[config.mk]
export PLATFORM = sky130hd
export DESIGN_NAME = async_advance_handshake
export DESIGN_NICKNAME = d
export VERILOG_FILES = /design/src/rtl/aah_pkg.sv /design/src/rtl/aah_ptr_cache.sv /design/src/rtl/aah_snapshot.sv /design/src/rtl/async_advance_handshake.sv
export SDC_FILE = /design/constraint.sdc
export NUM_CORES = 1
export LEC_CHECK = 0
export ABC_CLOCK_PERIOD_IN_PS = 3300
export BUFFER_PORTS_ARGS = -buffer_cell sky130_fd_sc_hd__clkbuf_2
export CORE_MARGIN = 1.5
export CORE_UTILIZATION = 35
export CTS_BUF_LIST = sky130_fd_sc_hd__clkbuf_8
export DETAILED_ROUTE_END_ITERATION = 7
export PLACE_DENSITY_LB_ADDON = 0.25
export SKIP_CTS_REPAIR_TIMING = 1
export SYNTH_ARGS = -nofsm -noshare
export SYNTH_HDL_FRONTEND = slang
export SYNTH_SLANG_ARGS = --single-unit
[constraint.sdc]
create_clock -name clk -period 3.3 [get_ports clk]
set_clock_uncertainty 0.05 [all_clocks]
set_input_delay 0.495 -clock clk [delete_from_list [all_inputs] [get_ports clk]]
set_output_delay 0.495 -clock clk [all_outputs]
set_load 0.02 [all_outputs]
[src/rtl/aah_pkg.sv]
package aah_pkg;

    // Register select encoding shared by the write and read ports.
    typedef enum logic [1:0] {
        SEL_DOORBELL = 2'd0,
        SEL_STATUS   = 2'd1,
        SEL_ENABLE   = 2'd2,
        SEL_UNUSED   = 2'd3
    } reg_sel_e;

    // Handshake register bits.
    typedef struct packed {
        logic doorbell;
        logic status;
        logic enable;
    } hs_regs_t;

endpackage

[src/rtl/aah_ptr_cache.sv]
module aah_ptr_cache #(
    parameter int unsigned ENTRIES = 4,
    parameter int unsigned ADDR_W  = 32
) (
    input  logic               clk,
    input  logic               rst_n,
    input  logic               sched_en,
    input  logic               fetch_valid,
    input  logic [ADDR_W-1:0]  fetch_addr,
    output logic [ENTRIES-1:0] valid_next_o,
    output logic [ENTRIES-1:0] evict_o
);
    localparam int unsigned IDX_W = (ENTRIES > 1) ? $clog2(ENTRIES) : 1;

    typedef struct packed {
        logic [ENTRIES-1:0][ADDR_W-1:0] addr;
        logic [ENTRIES-1:0]             valid;
        logic [IDX_W-1:0]               victim;
    } cache_t;

    cache_t             cache_d, cache_q;
    logic [ENTRIES-1:0] hit_vec;
    logic               free_found;
    logic [IDX_W-1:0]   free_idx;

    for (genvar g = 0; g < ENTRIES; g++) begin : g_match
        assign hit_vec[g] = cache_q.valid[g] && (cache_q.addr[g] == fetch_addr);
    end

    always_comb begin
        cache_d    = cache_q;
        evict_o    = '0;
        free_found = 1'b0;
        free_idx   = '0;
        // Descending scan so the lowest free entry wins.
        for (int i = ENTRIES - 1; i >= 0; i--) begin
            if (!cache_q.valid[i]) begin
                free_found = 1'b1;
                free_idx   = IDX_W'(i);
            end
        end
        if (!sched_en) begin
            cache_d.valid = '0;
        end else if (fetch_valid && (hit_vec == '0)) begin
            if (free_found) begin
                cache_d.valid[free_idx] = 1'b1;
                cache_d.addr[free_idx]  = fetch_addr;
            end else begin
                evict_o[cache_q.victim]      = 1'b1;
                cache_d.addr[cache_q.victim] = fetch_addr;
                cache_d.victim = (cache_q.victim == IDX_W'(ENTRIES - 1)) ?
                                 '0 : cache_q.victim + IDX_W'(1);
            end
        end
    end

    always_ff @(posedge clk) begin
        if (!rst_n) cache_q <= '0;
        else        cache_q <= cache_d;
    end

    assign valid_next_o = cache_d.valid;

endmodule

[src/rtl/aah_snapshot.sv]
module aah_snapshot #(
    parameter int unsigned ENTRIES = 4
) (
    input  logic               clk,
    input  logic               rst_n,
    input  logic               capture,
    input  logic               pending,
    input  logic               sched_en,
    input  logic               head_fetch,
    input  logic [ENTRIES-1:0] evict,
    input  logic [ENTRIES-1:0] load_mask,
    output logic               done
);
    typedef struct packed {
        logic [ENTRIES-1:0] live;
    } snap_t;

    snap_t snap_d, snap_q;

    always_comb begin
        snap_d = snap_q;
        if (capture) begin
            snap_d.live = load_mask;
        end else if (!pending || !sched_en) begin
            snap_d.live = '0;
        end else begin
            snap_d.live = snap_q.live & ~evict & {ENTRIES{~head_fetch}};
        end
        done = pending && (snap_d.live == '0);
    end

    always_ff @(posedge clk) begin
        if (!rst_n) snap_q <= '0;
        else        snap_q <= snap_d;
    end

endmodule

[src/rtl/async_advance_handshake.sv]
module async_advance_handshake #(
    parameter int unsigned ENTRIES = 4,
    parameter int unsigned ADDR_W  = 32,
    parameter int unsigned DATA_W  = 8
) (
    input  logic              clk,
    input  logic              rst_n,
    input  logic              sched_en,
    input  logic              fetch_valid,
    input  logic [ADDR_W-1:0] fetch_addr,
    input  logic              fetch_head,
    input  logic              wr_en,
    input  logic [1:0]        wr_sel,
    input  logic              wr_bit,
    input  logic [1:0]        rd_sel,
    output logic [DATA_W-1:0] rd_data,
    output logic              irq
);
    import aah_pkg::*;

    hs_regs_t           regs_d, regs_q;
    logic [ENTRIES-1:0] valid_next;
    logic [ENTRIES-1:0] evict_vec;
    logic               capture;
    logic               head_fetch;
    logic               complete;
    logic               db_bit, sts_bit, ien_bit;

    assign capture    = wr_en && (reg_sel_e'(wr_sel) == SEL_DOORBELL) && wr_bit
                        && !regs_q.doorbell;
    assign head_fetch = sched_en && fetch_valid && fetch_head;

    aah_ptr_cache #(.ENTRIES(ENTRIES), .ADDR_W(ADDR_W)) u_cache (
        .clk          (clk),
        .rst_n        (rst_n),
        .sched_en     (sched_en),
        .fetch_valid  (fetch_valid),
        .fetch_addr   (fetch_addr),
        .valid_next_o (valid_next),
        .evict_o      (evict_vec)
    );

    aah_snapshot #(.ENTRIES(ENTRIES)) u_snap (
        .clk        (clk),
        .rst_n      (rst_n),
        .capture    (capture),
        .pending    (regs_q.doorbell),
        .sched_en   (sched_en),
        .head_fetch (head_fetch),
        .evict      (evict_vec),
        .load_mask  (valid_next),
        .done       (complete)
    );

    always_comb begin
        regs_d = regs_q;
        if (complete)     regs_d.doorbell = 1'b0;
        else if (capture) regs_d.doorbell = 1'b1;
        if (complete) begin
            regs_d.status = 1'b1;
        end else if (wr_en && (reg_sel_e'(wr_sel) == SEL_STATUS) && wr_bit) begin
            regs_d.status = 1'b0;
        end
        if (wr_en && (reg_sel_e'(wr_sel) == SEL_ENABLE)) regs_d.enable = wr_bit;
    end

    always_ff @(posedge clk) begin
        if (!rst_n) regs_q <= '0;
        else        regs_q <= regs_d;
    end

    assign db_bit  = regs_q.doorbell;
    assign sts_bit = regs_q.status;
    assign ien_bit = regs_q.enable;

    always_comb begin
        rd_data = '0;
        case (reg_sel_e'(rd_sel))
            SEL_DOORBELL: rd_data[0] = db_bit;
            SEL_STATUS:   rd_data[0] = sts_bit;
            SEL_ENABLE:   rd_data[0] = ien_bit;
            default:      rd_data    = '0;
        endcase
    end

    assign irq = sts_bit && ien_bit;

endmodule

**Word level (Yosys, flattened, before mapping)**

Index checks and enable logic that the tools add are counted.

- Register bits after elaboration: 141
- Word-level logic and storage cells: 91

- Add/subtract/negate cells: 1
- Magnitude comparators: 4
- Equal/unequal tests: 9
- Muxes and demuxes: 32
- Bitwise logic cells: 7
- Reductions and logical operators: 28

Operator list:

| operator | number |
|---|---|
| 128-bit bitwise mux | 2 |
| 32-bit demux with 2-bit select | 2 |
| 32-bit == test | 4 |
| 128-bit two-way mux | 1 |
| 32-bit two-way mux | 2 |
| 4-bit two-way mux | 7 |
| 1-bit logical AND | 17 |
| 2-bit two-way mux | 6 |
| 4-bit bitwise AND | 2 |
| 4-bit zero test | 2 |
| 1-bit two-way mux | 8 |
| 2-bit == test (second input constant) | 3 |
| 2-bit by 3-bit less-than comparator with 1-bit output (second input constant) | 2 |
| 6-bit two-way mux | 1 |
| 1-bit demux with 2-bit select | 2 |
| 2-bit by 1-bit == test with 1-bit output (second input constant) | 2 |
| 2-bit by 1-bit greater-or-equal comparator with 1-bit output (second input constant) | 2 |
| 2-bit zero test | 2 |
| 4-bit NOT | 1 |
| 4-bit OR | 1 |
| 1-bit NOT | 3 |
| 1-bit one-hot mux with 3 select lines | 1 |
| 3-bit AND reduction | 1 |
| 2-bit by 1-bit adder with 2-bit output (second input constant) | 1 |
| 5 further kinds | 6 |

**Logic depth before layout (Yosys ltp)**

- Depth after elaboration: 16
- Depth in mapped cells: 11

**Hierarchy**

Synthesis repeated with hierarchy kept, for this count alone.

- Cells, all modules: 768
- Area, all modules: 7279.5 um^2

By module, submodules not included:

| module | instances | cells an instance | area each (um^2) | sequential area each (um^2) |
|---|---|---|---|---|
| aah_ptr_cache | 1 | 715 | 6830.3 | 2682.6 |
| async_advance_handshake | 1 | 28 | 229.0 | 60.1 |
| aah_snapshot | 1 | 25 | 220.2 | 80.1 |

**Least setup slack after synthesis**

Ideal clock, no wire load.

- Kind: input-to-reg
- Start point: input port fetch_addr[5]
- End point: register regs_q[1], in the netlist sts_bit
- Arrival time: 2.324 ns
- Required time: 3.134 ns
- Slack: 0.810 ns
- Stages: 10
- Path buffers: 2
- Cells stage by stage: buf_4 -> xor2_1 -> nor4_1 -> nand4_1 -> nor3_1 -> a211o_1 -> buf_6 -> or4_4 -> o221a_4 -> a41o_1

- Word-level cells in the longest chain between the ends: 14
- Elaborated cells on any way between the ends: 23
- Classes of those cells: 4 x eq/ne; 7 x mux; 3 x bitwise; 9 x reduce/logical

RTL lines:

| item | line | text |
|---|---|---|
| start: declaration | async_advance_handshake.sv:10 | `input logic [ADDR_W-1:0] fetch_addr,` |
| 32-bit == test | aah_ptr_cache.sv:27 | `assign hit_vec[g] = cache_q.valid[g] && (cache_q.addr[g] == fetch_addr);` |
| 1-bit logical AND | aah_ptr_cache.sv:27 |  |
| 4-bit zero test * | aah_ptr_cache.sv:44 | `end else if (fetch_valid && (hit_vec == '0)) begin` |
| 1-bit logical AND * | aah_ptr_cache.sv:44 |  |
| 4-bit two-way mux | aah_ptr_cache.sv:44 |  |
| 4-bit two-way mux | aah_ptr_cache.sv:42 | `if (!sched_en) begin` |
| 4-bit NOT | aah_snapshot.sv:27 | `snap_d.live = snap_q.live & ~evict & {ENTRIES{~head_fetch}};` |
| 4-bit bitwise AND (2 in a row) | aah_snapshot.sv:27 |  |
| 4-bit two-way mux | aah_snapshot.sv:24 | `end else if (!pending \|\| !sched_en) begin` |
| 4-bit two-way mux * | aah_snapshot.sv:22 | `if (capture) begin` |
| 4-bit zero test * | aah_snapshot.sv:29 | `done = pending && (snap_d.live == '0);` |
| 1-bit logical AND * | aah_snapshot.sv:29 |  |
| 1-bit two-way mux or 2-bit nonzero test (tied branches) | - |  |
| end signal: assignment | async_advance_handshake.sv:69 | `else regs_q <= regs_d;` |
| end: declaration | async_advance_handshake.sv:21 | `hs_regs_t regs_d, regs_q;` |

Every way passes the cells marked *; elsewhere a longest branch is shown, timed or not.
A chain may end at the register's enable or synchronous reset.

**Worst setup path after layout**

- Start point: register u_cache.cache_q[32] (netlist bit)
- End point: register regs_q[1], in the netlist sts_bit

- Word-level cells in the longest chain between the ends: 14
- Elaborated cells on any way between the ends: 17
- Classes of those cells: 1 x eq/ne; 7 x mux; 3 x bitwise; 6 x reduce/logical

RTL lines:

| item | line | text |
|---|---|---|
| start: declaration | aah_ptr_cache.sv:21 | `cache_t cache_d, cache_q;` |
| start signal: assignment | aah_ptr_cache.sv:59 | `else cache_q <= cache_d;` |
| 32-bit == test * | aah_ptr_cache.sv:27 |  |
| 1-bit logical AND * | aah_ptr_cache.sv:27 |  |
| 4-bit zero test * | aah_ptr_cache.sv:44 |  |
| 1-bit logical AND * | aah_ptr_cache.sv:44 |  |
| 4-bit two-way mux | aah_ptr_cache.sv:44 |  |
| 4-bit two-way mux | aah_ptr_cache.sv:42 |  |
| 4-bit NOT | aah_snapshot.sv:27 |  |
| 4-bit bitwise AND (2 in a row) | aah_snapshot.sv:27 |  |
| 4-bit two-way mux | aah_snapshot.sv:24 |  |
| 4-bit two-way mux * | aah_snapshot.sv:22 |  |
| 4-bit zero test * | aah_snapshot.sv:29 |  |
| 1-bit logical AND * | aah_snapshot.sv:29 |  |
| 1-bit two-way mux or 2-bit nonzero test (tied branches) | - |  |

Marked as above.

==> qor.csv <==
stage;metric;value;unit
outcome;outcome;finished, final reports clean;
placed_design;placement.io_buffers;44;
final_layout;fillCellCount;1991;
worst_hold_path;worstHoldPathType;in2reg;
clock_network;cts_tree;done;
final_layout;fin_util;0.399;
synth;asyncSetResetFlopFracSynth;0;
final_layout;final_cell_mix;141 x sky130_fd_sc_hd__dfxtp_1, 138 x sky130_fd_sc_hd__nor2_1, 132 x sky130_fd_sc_hd__mux2i_1;
synth;synth_top_cell_area_share;0.395;
die;ios;52;
die;floorplan.initialDensity;0.355;
routing;wl;17000;µm
final_layout;antenna_cells_inserted;0;
setup_path;timing.critical_path.to_type;flip-flop;
routing;number_of_iterations_in_the_first_detailed_routing_pass;4;
synth;synth_largest_area_cell;sky130_fd_sc_hd__dfxtp_1;
routing;vias_per_cell;4.66;
synth;syn-cell-area;7140;µm²
die;placeableCoreArea;20100;µm²
routing;drt-initial-drc-count;270;
synth;syn-instance-count;733;
routing;dr_total_vias;4895;
setup_path;cp_cell_sequence;xor2_1 -> nor4_1 -> nand4_1 -> nor4_2 -> a211o_1 -> buf_12 -> o31ai_1 -> a2111oi_4 -> a41o_1;
die;floorplan.die_area;21300;µm²
sta;final-max-slew-violation-count;0;
sta;grt_setup_unrepaired;no;
final_layout;area_overhead_of_the_layout_relative_to_synthesis;12.3;%
final_layout;layoutNonFillerInstCount;1051;
placed_design;worst_setup_slack_before_clock_tree_synthesis;190;ps
sta;setup_tns;0;ps
synth;synth_cell_type_count;42;
sta;finalHoldViolCount;0;
synth;ys.flop_type;sky130_fd_sc_hd__dfxtp_1;
global_routing;overflow_left_after_global_routing;0;
global_routing;groute.usage.overall;0.169;
clock_network;cts.sink_count;141;
sta;fmax;367;MHz
sta;report.final.setup_viol;0;
placed_design;cell_count_after_placement;1019;
die;die_y_extent;146;µm
sta;postLayoutSetupSlackWorst;574;ps
setup_path;critical_path_class;reg2reg;
routing;post-route-drc-count;0;
clock_network;cts-htree-levels;4;
pwr;leakage;3.33;nW
setup_path;critical-path-slowest-cell;sky130_fd_sc_hd__nor4_1;
clock_network;cell_chosen_for_the_clock_root;sky130_fd_sc_hd__clkbuf_8;
global_routing;grt_start_max_net_pins;61;
final_layout;nets;815;
sta;layout_min_cycle_time;2730;ps
pwr;power.density_cell_area;433;nW/µm²
synth;postSynthAreaPerCell;9.75;µm²
sta;fin_crit_sh;0.826;
setup_path;worst_path_largest_cell_delay;510;ps
setup_path;critical_path_arrival;3080;ps
setup_path;worstSetupStartpointType;flip-flop;
clock_network;cts-buffers-inserted;17;
synth;yosysSeqAreaShare;0.395;
pwr;design_power_total;3.47;mW
pwr;vdd_ir_drop_max;0.000281;V
global_routing;vias_in_the_first_global_route;4749;
synth;synthTopCellsByArea;sky130_fd_sc_hd__dfxtp_1 40%, sky130_fd_sc_hd__mux2i_1 18%, sky130_fd_sc_hd__xor2_1 13%;
die;chipWidth;146;µm
final_layout;final_common_cell;sky130_fd_sc_hd__dfxtp_1;
die;placement_rows;52;
setup_path;timing.critical_path.required;3650;ps
final_layout;drive_above_1_share;0.160;
clock_network;clk_slew_on_worst_s_h_paths;80;ps
sta;relSlewSlack;0.545;
setup_path;critical_path.max_fanout;10;
global_routing;grt_antenna_before_repair;0;
routing;final_antenna_violating_net_count;0;
clock_network;clk_path_buf_depth;2;
sta;least_margin_pin_slew;682;ps
clock_network;clk-insertion-delay-late;460;ps
synth;postSynthRegisterBits;141;
flow_run;cap_violations;0;
placed_design;dp.final_hpwl;12200;µm
routing;routed_wire_length_per_instance;16.2;µm
synth;synth_enable_flop_cells;0;
global_routing;grt_first_pass_wirelength;27300;µm
synth;synth_warnings;0;
placed_design;place.gp.congestion;0.812;
-- path summary, 6_finish.rpt --
kind | start | to | slack, ps | cells past startpoint
worst max-delay path | u_cache.cache_q[32] | sts_bit | 570 | 9
worst min-delay path | wr_bit | ien_bit | 250 | 3
worst max register to register | u_cache.cache_q[32] | sts_bit | 570 | 9
worst min register to register | u_cache.cache_q[55] | u_cache.cache_q[55] | 470 | 2
-- synthesized netlist by cell type, types with 2 or more instances --
| master | n |
|---|---|
| sky130_fd_sc_hd__dfxtp_1 | 141 |
| sky130_fd_sc_hd__nor2_1 | 138 |
| sky130_fd_sc_hd__mux2i_1 | 132 |
| sky130_fd_sc_hd__xor2_1 | 106 |
| sky130_fd_sc_hd__buf_4 | 39 |
| sky130_fd_sc_hd__nor4_1 | 26 |
| sky130_fd_sc_hd__clkbuf_1 | 18 |
| sky130_fd_sc_hd__xnor2_1 | 17 |
| sky130_fd_sc_hd__nand2_1 | 16 |
| sky130_fd_sc_hd__buf_6 | 14 |
| sky130_fd_sc_hd__nand3_1 | 11 |
| sky130_fd_sc_hd__nand4_1 | 8 |
| sky130_fd_sc_hd__inv_1 | 7 |
| sky130_fd_sc_hd__nor3_1 | 7 |
| sky130_fd_sc_hd__a21oi_1 | 6 |
| sky130_fd_sc_hd__and2_1 | 4 |
| sky130_fd_sc_hd__and3_1 | 4 |
| sky130_fd_sc_hd__ha_1 | 4 |
| sky130_fd_sc_hd__o21ai_0 | 4 |
| sky130_fd_sc_hd__a2111oi_4 | 3 |
| sky130_fd_sc_hd__xor2_2 | 3 |
| sky130_fd_sc_hd__a31oi_1 | 2 |
| sky130_fd_sc_hd__nor4_2 | 2 |
| sky130_fd_sc_hd__o21a_1 | 2 |
| sky130_fd_sc_hd__o31ai_1 | 2 |
-- report_power, final --
group          switching (mW)  internal (mW)
clock network           0.720          0.660
registers              0.0204           1.73
logic                   0.208          0.135
total                   0.949           2.52
-- state kept, by name, indices dropped and copies added, names as in the netlist --
| name | count |
|---|---|
| sts_bit | 1 |
| db_bit | 1 |
| ien_bit | 1 |
| u_snap.snap_q | 4 |
| u_cache.cache_q | 134 |
-- metrics by stage --
| step | hold slack, ps | instance area [µm²] |
|---|---|---|
| 3_3_place_gp | 443 | 7630 |
| 6_report | 249 | 8020 |
| 4_1_cts | 228 | 8020 |
| 3_5_place_dp | 451 | 7630 |
| 5_1_grt | 233 | 8020 |
| 2_1_floorplan | 427 | 7170 |
-- cell type report --
cell class	count	area, µm²	share of cell area
clock buffer	20	275	0.0343
clock inverter	12	113	0.0140
multi-input combinational	519	3810	0.474
timing repair buffer	81	636	0.0792
tap	270	338	0.0421
sequential	141	2820	0.352
inverter	8	32.5	0.00405
-- cells by family (layout without fill, tap and decap cells) --
logic type,Yosys count,after routing,synth area share
buffers and inverters,79,121,0.0767
adders and majority gates,4,4,0.00701
AOI/OAI and AO/OA,28,28,0.0371
DFF,141,141,0.395
muxes,132,132,0.185
and+or+nand+nor,222,222,0.141
xor gates and xnor gates,126,126,0.158
other,1,7,0.000525
-- worst max-delay path, delay by kind of cell (launching register included) --
family                    cells  cell delay, ps
DFF                           1             320
buffers and inverters         1             150
AOI/OAI and AO/OA             4             940
and+or+nand+nor               3            1060
xor gates and xnor gates      1             150
-- per-layer routing --
layer	wire length (µm)	GRT usage	part of all wire	vias to the layer above
met4	199	0.0485	0.012	0
met3	533	0.0348	0.031	20
met1	8470	0.231	0.50	2295
li1	-	-	-	2499
met2	7840	0.271	0.46	81
met5	0	0	0	-
Note: power is estimated with default switching activity, not from simulation.
